--- config.mk ---
export PLATFORM = sky130hd
export DESIGN_NAME = rx_ring_writer
export DESIGN_NICKNAME = d
export VERILOG_FILES = /design/src/rtl/rxr_pkg.sv /design/src/rtl/rxr_space.sv /design/src/rtl/rxr_wptr.sv /design/src/rtl/rxr_event.sv /design/src/rtl/rx_ring_writer.sv
export SDC_FILE = /design/constraint.sdc
export NUM_CORES = 1
export LEC_CHECK = 0
export BUFFER_PORTS_ARGS = -buffer_cell sky130_fd_sc_hd__buf_2
export CORE_UTILIZATION = 58
export DETAILED_ROUTE_END_ITERATION = 8
export GPL_ROUTABILITY_DRIVEN = 0
export PLACE_DENSITY_LB_ADDON = 0.12
export SLEW_MARGIN = 10
export SYNTH_ARGS = -nofsm -noshare
export SYNTH_HDL_FRONTEND = slang
export SYNTH_SLANG_ARGS = --single-unit
--- constraint.sdc ---
create_clock -name clk -period 6 [get_ports clk]
set_clock_uncertainty 0.15 [all_clocks]
set_input_delay 0.9 -clock clk [delete_from_list [all_inputs] [get_ports clk]]
set_output_delay 0.9 -clock clk [all_outputs]
set_load 0.01 [all_outputs]
--- src/rtl/rxr_pkg.sv ---
package rxr_pkg;

   typedef enum logic [1:0] {
      RX_IDLE = 2'd0,
      RX_DATA = 2'd1,
      RX_SKIP = 2'd2,
      RX_HDR  = 2'd3
   } rx_state_e;

   localparam int STAT_OK_BIT = 0;
   localparam int STAT_MC_BIT = 5;
   localparam int HDR_BYTES   = 4;
   localparam int CRC_BYTES   = 4;
   localparam int MIN_FRAME   = 60;

   function automatic logic [7:0] rx_stat_byte(input logic mc);
      logic [7:0] s;
      s = 8'h00;
      s[STAT_OK_BIT] = 1'b1;
      s[STAT_MC_BIT] = mc;
      return s;
   endfunction

endpackage

--- src/rtl/rxr_space.sv ---
module rxr_space
   import rxr_pkg::*;
#(
   parameter int PG_W       = 8,
   parameter int LEN_W      = 12,
   parameter bit NEVER_FULL = 1'b0
) (
   input  logic [PG_W-1:0]  pg_start,
   input  logic [PG_W-1:0]  pg_stop,
   input  logic [PG_W-1:0]  bnd,
   input  logic [PG_W-1:0]  cur,
   input  logic [LEN_W-1:0] frm_len,
   output logic             fits,
   output logic [PG_W-1:0]  nxt_page,
   output logic [15:0]      hdr_len
);
   localparam int NW = LEN_W - 6;
   localparam int CW = ((PG_W > NW) ? PG_W : NW) + 1;

   logic [LEN_W+1:0] need_sum;
   logic [NW-1:0]    need;
   logic [CW-1:0]    need_c, cur_c, bnd_c, start_c, stop_c, span_c;
   logic [CW-1:0]    free_c, sum_c, nxt_c;
   logic [LEN_W-1:0] padded;

   always_comb begin
      need_sum = {2'b00, frm_len} + (LEN_W+2)'(HDR_BYTES + CRC_BYTES + 255);
      need     = NW'(need_sum >> 8);
      need_c   = CW'(need);
      cur_c    = CW'(cur);
      bnd_c    = CW'(bnd);
      start_c  = CW'(pg_start);
      stop_c   = CW'(pg_stop);
      span_c   = stop_c - start_c;
      if (cur_c < bnd_c) free_c = bnd_c - cur_c;
      else               free_c = span_c - (cur_c - bnd_c);
      sum_c = cur_c + need_c;
      if (sum_c >= stop_c) nxt_c = sum_c - span_c;
      else                 nxt_c = sum_c;
      nxt_page = PG_W'(nxt_c);
      padded   = (frm_len < LEN_W'(MIN_FRAME)) ? LEN_W'(MIN_FRAME) : frm_len;
      hdr_len  = 16'(padded) + 16'(HDR_BYTES);
   end

   generate
      if (NEVER_FULL) begin : g_strict
         assign fits = (free_c > need_c);
      end else begin : g_exact
         assign fits = (free_c >= need_c);
      end
   endgenerate

endmodule

--- src/rtl/rxr_wptr.sv ---
module rxr_wptr #(
   parameter int PG_W = 8
) (
   input  logic            clk,
   input  logic            rst_n,
   input  logic            load,
   input  logic [PG_W-1:0] load_page,
   input  logic            step,
   input  logic [PG_W-1:0] pg_start,
   input  logic [PG_W-1:0] pg_stop,
   output logic [PG_W+7:0] addr
);
   logic [PG_W-1:0] page_q, page_inc;
   logic [7:0]      off_q;

   assign page_inc = page_q + PG_W'(1);
   assign addr     = {page_q, off_q};

   always_ff @(posedge clk or negedge rst_n) begin
      if (!rst_n) begin
         page_q <= '0;
         off_q  <= 8'd0;
      end else if (load) begin
         page_q <= load_page;
         off_q  <= 8'd4;
      end else if (step) begin
         off_q <= off_q + 8'd1;
         if (off_q == 8'hFF)
            page_q <= (page_inc == pg_stop) ? pg_start : page_inc;
      end
   end

   // payload writes stay inside the ring pages
   assert_wptr_in_ring_R6: assert property (@(posedge clk) disable iff (!rst_n)
      step |-> (page_q >= pg_start && page_q < pg_stop));

endmodule

--- src/rtl/rxr_event.sv ---
module rxr_event
   import rxr_pkg::*;
(
   input  logic       clk,
   input  logic       rst_n,
   input  logic       done,
   input  logic       mc,
   input  logic       int_clr,
   input  logic       rx_ie,
   output logic [7:0] rx_status,
   output logic       int_flag,
   output logic       irq
);
   always_ff @(posedge clk or negedge rst_n) begin
      if (!rst_n) begin
         rx_status <= 8'h00;
         int_flag  <= 1'b0;
      end else if (done) begin
         rx_status <= rx_stat_byte(mc);
         int_flag  <= 1'b1;
      end else if (int_clr) begin
         int_flag  <= 1'b0;
      end
   end

   assign irq = int_flag & rx_ie;

   assert_flag_follows_store_R9: assert property (@(posedge clk) disable iff (!rst_n)
      done |=> (int_flag && rx_status[STAT_OK_BIT]));

   assert_flag_rise_cause_R9: assert property (@(posedge clk) disable iff (!rst_n)
      $rose(int_flag) |-> $past(done));

endmodule

--- src/rtl/rx_ring_writer.sv ---
module rx_ring_writer
   import rxr_pkg::*;
#(
   parameter int PG_W       = 8,
   parameter int LEN_W      = 12,
   parameter bit NEVER_FULL = 1'b0
) (
   input  logic             clk,
   input  logic             rst_n,
   input  logic [PG_W-1:0]  cfg_pstart,
   input  logic [PG_W-1:0]  cfg_pstop,
   input  logic [PG_W-1:0]  cfg_bnd,
   input  logic             cfg_stop,
   input  logic             cfg_rx_ie,
   input  logic             cur_wr,
   input  logic [PG_W-1:0]  cur_wr_val,
   input  logic             frm_start,
   input  logic [LEN_W-1:0] frm_len,
   input  logic             frm_accept,
   input  logic             in_valid,
   input  logic [7:0]       in_data,
   input  logic             in_last,
   input  logic             int_clr,
   output logic             ram_we,
   output logic [PG_W+7:0]  ram_addr,
   output logic [7:0]       ram_wdata,
   output logic [PG_W-1:0]  cur_page,
   output logic [7:0]       rx_status,
   output logic             int_flag,
   output logic             irq,
   output logic             busy
);
   localparam int AW = PG_W + 8;

   generate
      if (PG_W < 1 || PG_W > 8) begin : g_bad_pg
         $error("rx_ring_writer: PG_W must lie in 1..8");
      end
      if (LEN_W < 8 || LEN_W > 16) begin : g_bad_len
         $error("rx_ring_writer: LEN_W must lie in 8..16");
      end
   endgenerate

   rx_state_e       state_q;
   logic [PG_W-1:0] cur_q, nxt_q;
   logic [15:0]     hlen_q;
   logic            mc_q, first_q;
   logic [1:0]      hidx_q;

   logic            fits;
   logic [PG_W-1:0] nxt_page;
   logic [15:0]     hdr_len;
   logic            start_ok, take, step, done;
   logic [AW-1:0]   wp_addr;

   rxr_space #(.PG_W(PG_W), .LEN_W(LEN_W), .NEVER_FULL(NEVER_FULL)) u_space (
      .pg_start (cfg_pstart),
      .pg_stop  (cfg_pstop),
      .bnd      (cfg_bnd),
      .cur      (cur_q),
      .frm_len  (frm_len),
      .fits     (fits),
      .nxt_page (nxt_page),
      .hdr_len  (hdr_len)
   );

   assign take     = (state_q == RX_IDLE) && frm_start;
   assign start_ok = !cfg_stop && (cfg_pstart != '0) && frm_accept && fits;
   assign step     = (state_q == RX_DATA) && in_valid;
   assign done     = (state_q == RX_HDR) && (hidx_q == 2'd3);

   rxr_wptr #(.PG_W(PG_W)) u_wptr (
      .clk       (clk),
      .rst_n     (rst_n),
      .load      (take && start_ok),
      .load_page (cur_q),
      .step      (step),
      .pg_start  (cfg_pstart),
      .pg_stop   (cfg_pstop),
      .addr      (wp_addr)
   );

   always_ff @(posedge clk or negedge rst_n) begin
      if (!rst_n) begin
         state_q <= RX_IDLE;
         cur_q   <= '0;
         nxt_q   <= '0;
         hlen_q  <= 16'd0;
         mc_q    <= 1'b0;
         first_q <= 1'b0;
         hidx_q  <= 2'd0;
      end else begin
         case (state_q)
            RX_IDLE: begin
               if (frm_start) begin
                  if (start_ok) begin
                     state_q <= RX_DATA;
                     nxt_q   <= nxt_page;
                     hlen_q  <= hdr_len;
                     first_q <= 1'b1;
                     mc_q    <= 1'b0;
                  end else begin
                     state_q <= RX_SKIP;
                  end
               end else if (cur_wr) begin
                  cur_q <= cur_wr_val;
               end
            end
            RX_DATA: begin
               if (in_valid) begin
                  if (first_q) begin
                     mc_q    <= in_data[0];
                     first_q <= 1'b0;
                  end
                  if (in_last) begin
                     state_q <= RX_HDR;
                     hidx_q  <= 2'd0;
                  end
               end
            end
            RX_SKIP: begin
               if (in_valid && in_last) state_q <= RX_IDLE;
            end
            RX_HDR: begin
               hidx_q <= hidx_q + 2'd1;
               if (hidx_q == 2'd3) begin
                  cur_q   <= nxt_q;
                  state_q <= RX_IDLE;
               end
            end
            default: state_q <= RX_IDLE;
         endcase
      end
   end

   always_comb begin
      ram_we    = 1'b0;
      ram_addr  = wp_addr;
      ram_wdata = in_data;
      if (state_q == RX_DATA) begin
         ram_we = in_valid;
      end else if (state_q == RX_HDR) begin
         ram_we   = 1'b1;
         ram_addr = {cur_q, 6'd0, hidx_q};
         case (hidx_q)
            2'd0:    ram_wdata = rx_stat_byte(mc_q);
            2'd1:    ram_wdata = 8'(nxt_q);
            2'd2:    ram_wdata = hlen_q[7:0];
            default: ram_wdata = hlen_q[15:8];
         endcase
      end
   end

   rxr_event u_event (
      .clk       (clk),
      .rst_n     (rst_n),
      .done      (done),
      .mc        (mc_q),
      .int_clr   (int_clr),
      .rx_ie     (cfg_rx_ie),
      .rx_status (rx_status),
      .int_flag  (int_flag),
      .irq       (irq)
   );

   assign cur_page = cur_q;
   assign busy     = (state_q != RX_IDLE);

   assert_cur_in_ring_R7: assert property (@(posedge clk) disable iff (!rst_n)
      done |=> (cur_page >= cfg_pstart && cur_page < cfg_pstop));

   assert_flag_after_hdr_R4: assert property (@(posedge clk) disable iff (!rst_n)
      $rose(int_flag) |-> ($past(ram_we) && $past(ram_addr[7:0]) == 8'd3));

   assert_halt_discards_R1: assert property (@(posedge clk) disable iff (!rst_n)
      (!busy && frm_start && cfg_stop) |=> (busy && !ram_we));

   assert_write_needs_busy_R6: assert property (@(posedge clk) disable iff (!rst_n)
      ram_we |-> busy);

endmodule

==> reports/summary.txt <==
Outcome = finished clean
Final Hold Fails = 0
Tot Pwr = 3130 uW
Crit path required time = 6050 ps
Largest family of logic cells by synthesized area = adder cells
Worst skew pair latency = 320 ps
Number of synthesized flops with an enable pin = 0
Area growth from synthesis to layout = 11.1%
Fin. max-slew vios = 0
Via/cell ratio = 5.78
DRC = 0
DIE AREA = 10300 sq um
FILL cells = 784
Max Fclk = 0.176 GHz
Drt wl/cell = 16.8 um
WP data arrival = 5740 ps
DRT antenna net count = 0
Post-synthesis compound-gate area fraction = 0.163
H-tree depth = 2
Final HPWL DP = 11.9 mm
Sum Neg Setup Slack = 0 ps
Worst r2r path cells = 16
DRT iter0 DRCs = 407
Sequential area share after synthesis = 0.236
Final wirelength = 14.7 mm
Top cell type's share of synthesized area = 0.236
Hold Crit Depth = 1
Largest net degree at the start of global routing = 55
Post CTS Setup Buffer Count = 0
Starting Density = 0.609
Drt pass-1 iters = 7
Relative slew slack = 0.528
Share of cells above drive strength 1 = 0.208
Clock Sinks = 54
Internal power = 1590 uW
Post-CTS sizing = 0
Hold EP = u_event.rx_status[5]
Final Worst Setup Slack = 315 ps
Sequential share of power = 0.233
FF/Latch Area = 1350 sq um
Total GRT Usage = 0.300
CTS max path bufs = 2
Startpoint type of the worst setup path = input pin
Worst slew pin tran = 709 ps
I/O pins = 106
Core Region = 9420 sq um
Global-route wire length before repair = 23.8 mm
Type of the worst setup path = in -> reg
Mapped cell area = 5740 sq um
Chip Width = 101 um
Distinct cells, synth = 59
Minimum clock period = 5690 ps
Footprint of the multi-input gates = 4000 sq um
Die H = 101 um
R2r endpoint = nxt_q[0]
Final cell count without fillers = 875
Mux share of post-synthesis cell area = 0.112
Max FO, Critical Path = 39
Flop2flop setup slack = 850 ps
Hold Path Class = reg -> reg
RSZ-0062 raised after global routing = false
MaxCap Viol Count = 0
Simple-Gate Fraction of Synth Area = 0.162
Cells after Synth = 658
Sw Share = 0.491
Synth Flop Type = dfrtp_1
Clock-pin slew on the worst setup and hold paths = 110 ps
Worst setup EP type = flop
Hold Path Origin = u_event.rx_status[5]
Root Buffer = clkbuf_8
Placed cells = 867
Number of global-route vias before repair = 4850
Total CTS buffers = 5
# diodes = 0
Vias = 5060
Final worst-path cycle share = 0.948
Clock power share = 0.073
Final Core Density = 0.677
Max VDD drop = 235 uV
Setup violators final = 0
Cell area power density = 491 nW/um^2
Synth Warn # = 0
Syn Area/Cell = 8.72 sq um
Adder-Cell Fraction of Synth Area = 0.166
Final layout net count = 876
Row count = 35
Worst r2r src = cur_page[2]
Net Switching = 1530 uW
Top post-synthesis cells by count = 64 x nand2_1, 62 x inv_1, 60 x o21ai_0
Gate power share = 0.694
CTS tree = done
Top-count cell post-synth = nand2_1
Cts hold-fix bufs = 0
P_leak = 0.00314 uW
Synth Area in XOR/XNOR = 0.0901
Initial antenna violation count = 0
Top cell type by total area after synthesis = dfrtp_1
Area contributors post-synth = dfrtp_1 24%, ha_1 12%, xnor2_1 6.7%, mux2_4 6.5%, o21ai_0 5.2%
Setup WS pre-CTS = 3.59 ps
Yosys reg bits = 54
GRT overflow = 0
Buffers on Ports = 99
Async set or reset register ratio after synthesis = 1.00
## layout by cell type, fill, tap and decap left out, types with 3 or more instances in the layout
cell type,Yosys,final
and2_1,12,12
nor2b_1,7,7
mux2_4,25,25
mux2_2,6,6
or2_2,5,5
nor4_1,3,3
clkbuf_8,0,5
buf_4,6,4
ha_1,57,57
o21a_1,5,5
a31oi_1,4,4
nand2b_1,5,5
xor2_1,15,15
o21ai_0,60,60
nand4_1,7,7
dfrtp_1,54,54
fa_1,12,12
buf_2,2,99
a21oi_1,30,30
mux2i_1,20,20
a22oi_1,11,11
inv_1,62,62
a21o_1,9,9
nor2_1,36,36
xnor2_1,44,44
nand3_1,14,14
and3_1,7,7
a211oi_1,6,6
nand2_1,64,64
or3_1,4,4
conb_1,1,6
nor3_1,8,8
a211o_1,3,3
## logic make-up after synthesis
family / after synthesis
AOI/OAI and AO/OA: 149
xor gates and xnor gates: 59
adders and majority gates: 69
buffers and inverters: 90
DFF: 54
muxes: 51
other: 1
and+or+nand+nor: 185
## final cells by class
type                            instances  area share
Multi-Input combinational cell        519       0.628
Sequential cell                        54       0.212
Timing Repair Buffer                  103      0.0825
Inverter                               62      0.0365
Tap cell                              129      0.0253
Clock buffer                            5      0.0108
Clock inverter                          3     0.00452
## per-stage QoR
stage	hold WS, ps	area (sq um)
detailed placement	351	6270
floorplan	322	5750
global placement	299	6270
finish	372	6370
global route	382	6370
CTS	378	6370
## critical path, stage by stage
cell and delay, ps:
buf_2 130, inv_1 60, ha_1 170, inv_1 60, fa_1 410, xor2_1 270
fa_1 490, ha_1 380, a21o_1 180, a21oi_1 170, xnor2_1 140, nor2_1 60
a21oi_1 140, ha_1 260, a21o_1 160, a31oi_1 200, o311ai_0 170, nor4b_1 450
a211oi_2 160, and3_4 420, mux2_4 370
## state kept, by name (all words and copies together) (netlist names)
name               cells
cur_page               8
first_q                1
hidx_q                 2
hlen_q                13
mc_q                   1
nxt_q                  8
state_q                2
u_event.int_flag       1
u_event.rx_status      2
u_wptr.off_q           8
u_wptr.page_q          8
## routing by layer
layer | global-route usage | share of wire | vias to the layer above
met5 | 0 | 0 | -
met1 | 0.415 | 0.46 | 2392
li1 | - | - | 2457
met2 | 0.490 | 0.46 | 187
met3 | 0.0380 | 0.060 | 24
met4 | 0.0925 | 0.020 | 0
## how the worst max path moves through the flow
| stage | startpoint | endpoint | slack [ps] |
|---|---|---|---|
| 2_1_floorplan | cfg_pstop[0] | hlen_q[12] | 710 |
| 3_3_place_gp | cfg_pstop[0] | u_wptr.page_q[3] | 230 |
| 3_5_place_dp | cfg_pstop[0] | nxt_q[7] | 4 |
| 4_1_cts | cfg_pstop[0] | hlen_q[4] | 330 |
| 5_1_grt | cfg_pstop[0] | nxt_q[0] | 110 |
| 6_report | cfg_pstop[0] | nxt_q[0] | 310 |
## power groups by stage
stage	clock [uW]	sequential, uW	combinational (uW)
floorplan	0	635	1660
global placement	0	721	2050
detailed placement	0	726	2140
CTS	232	719	2150
global route	245	749	2420
finish	229	728	2170
(Power assumes the default switching activity.)
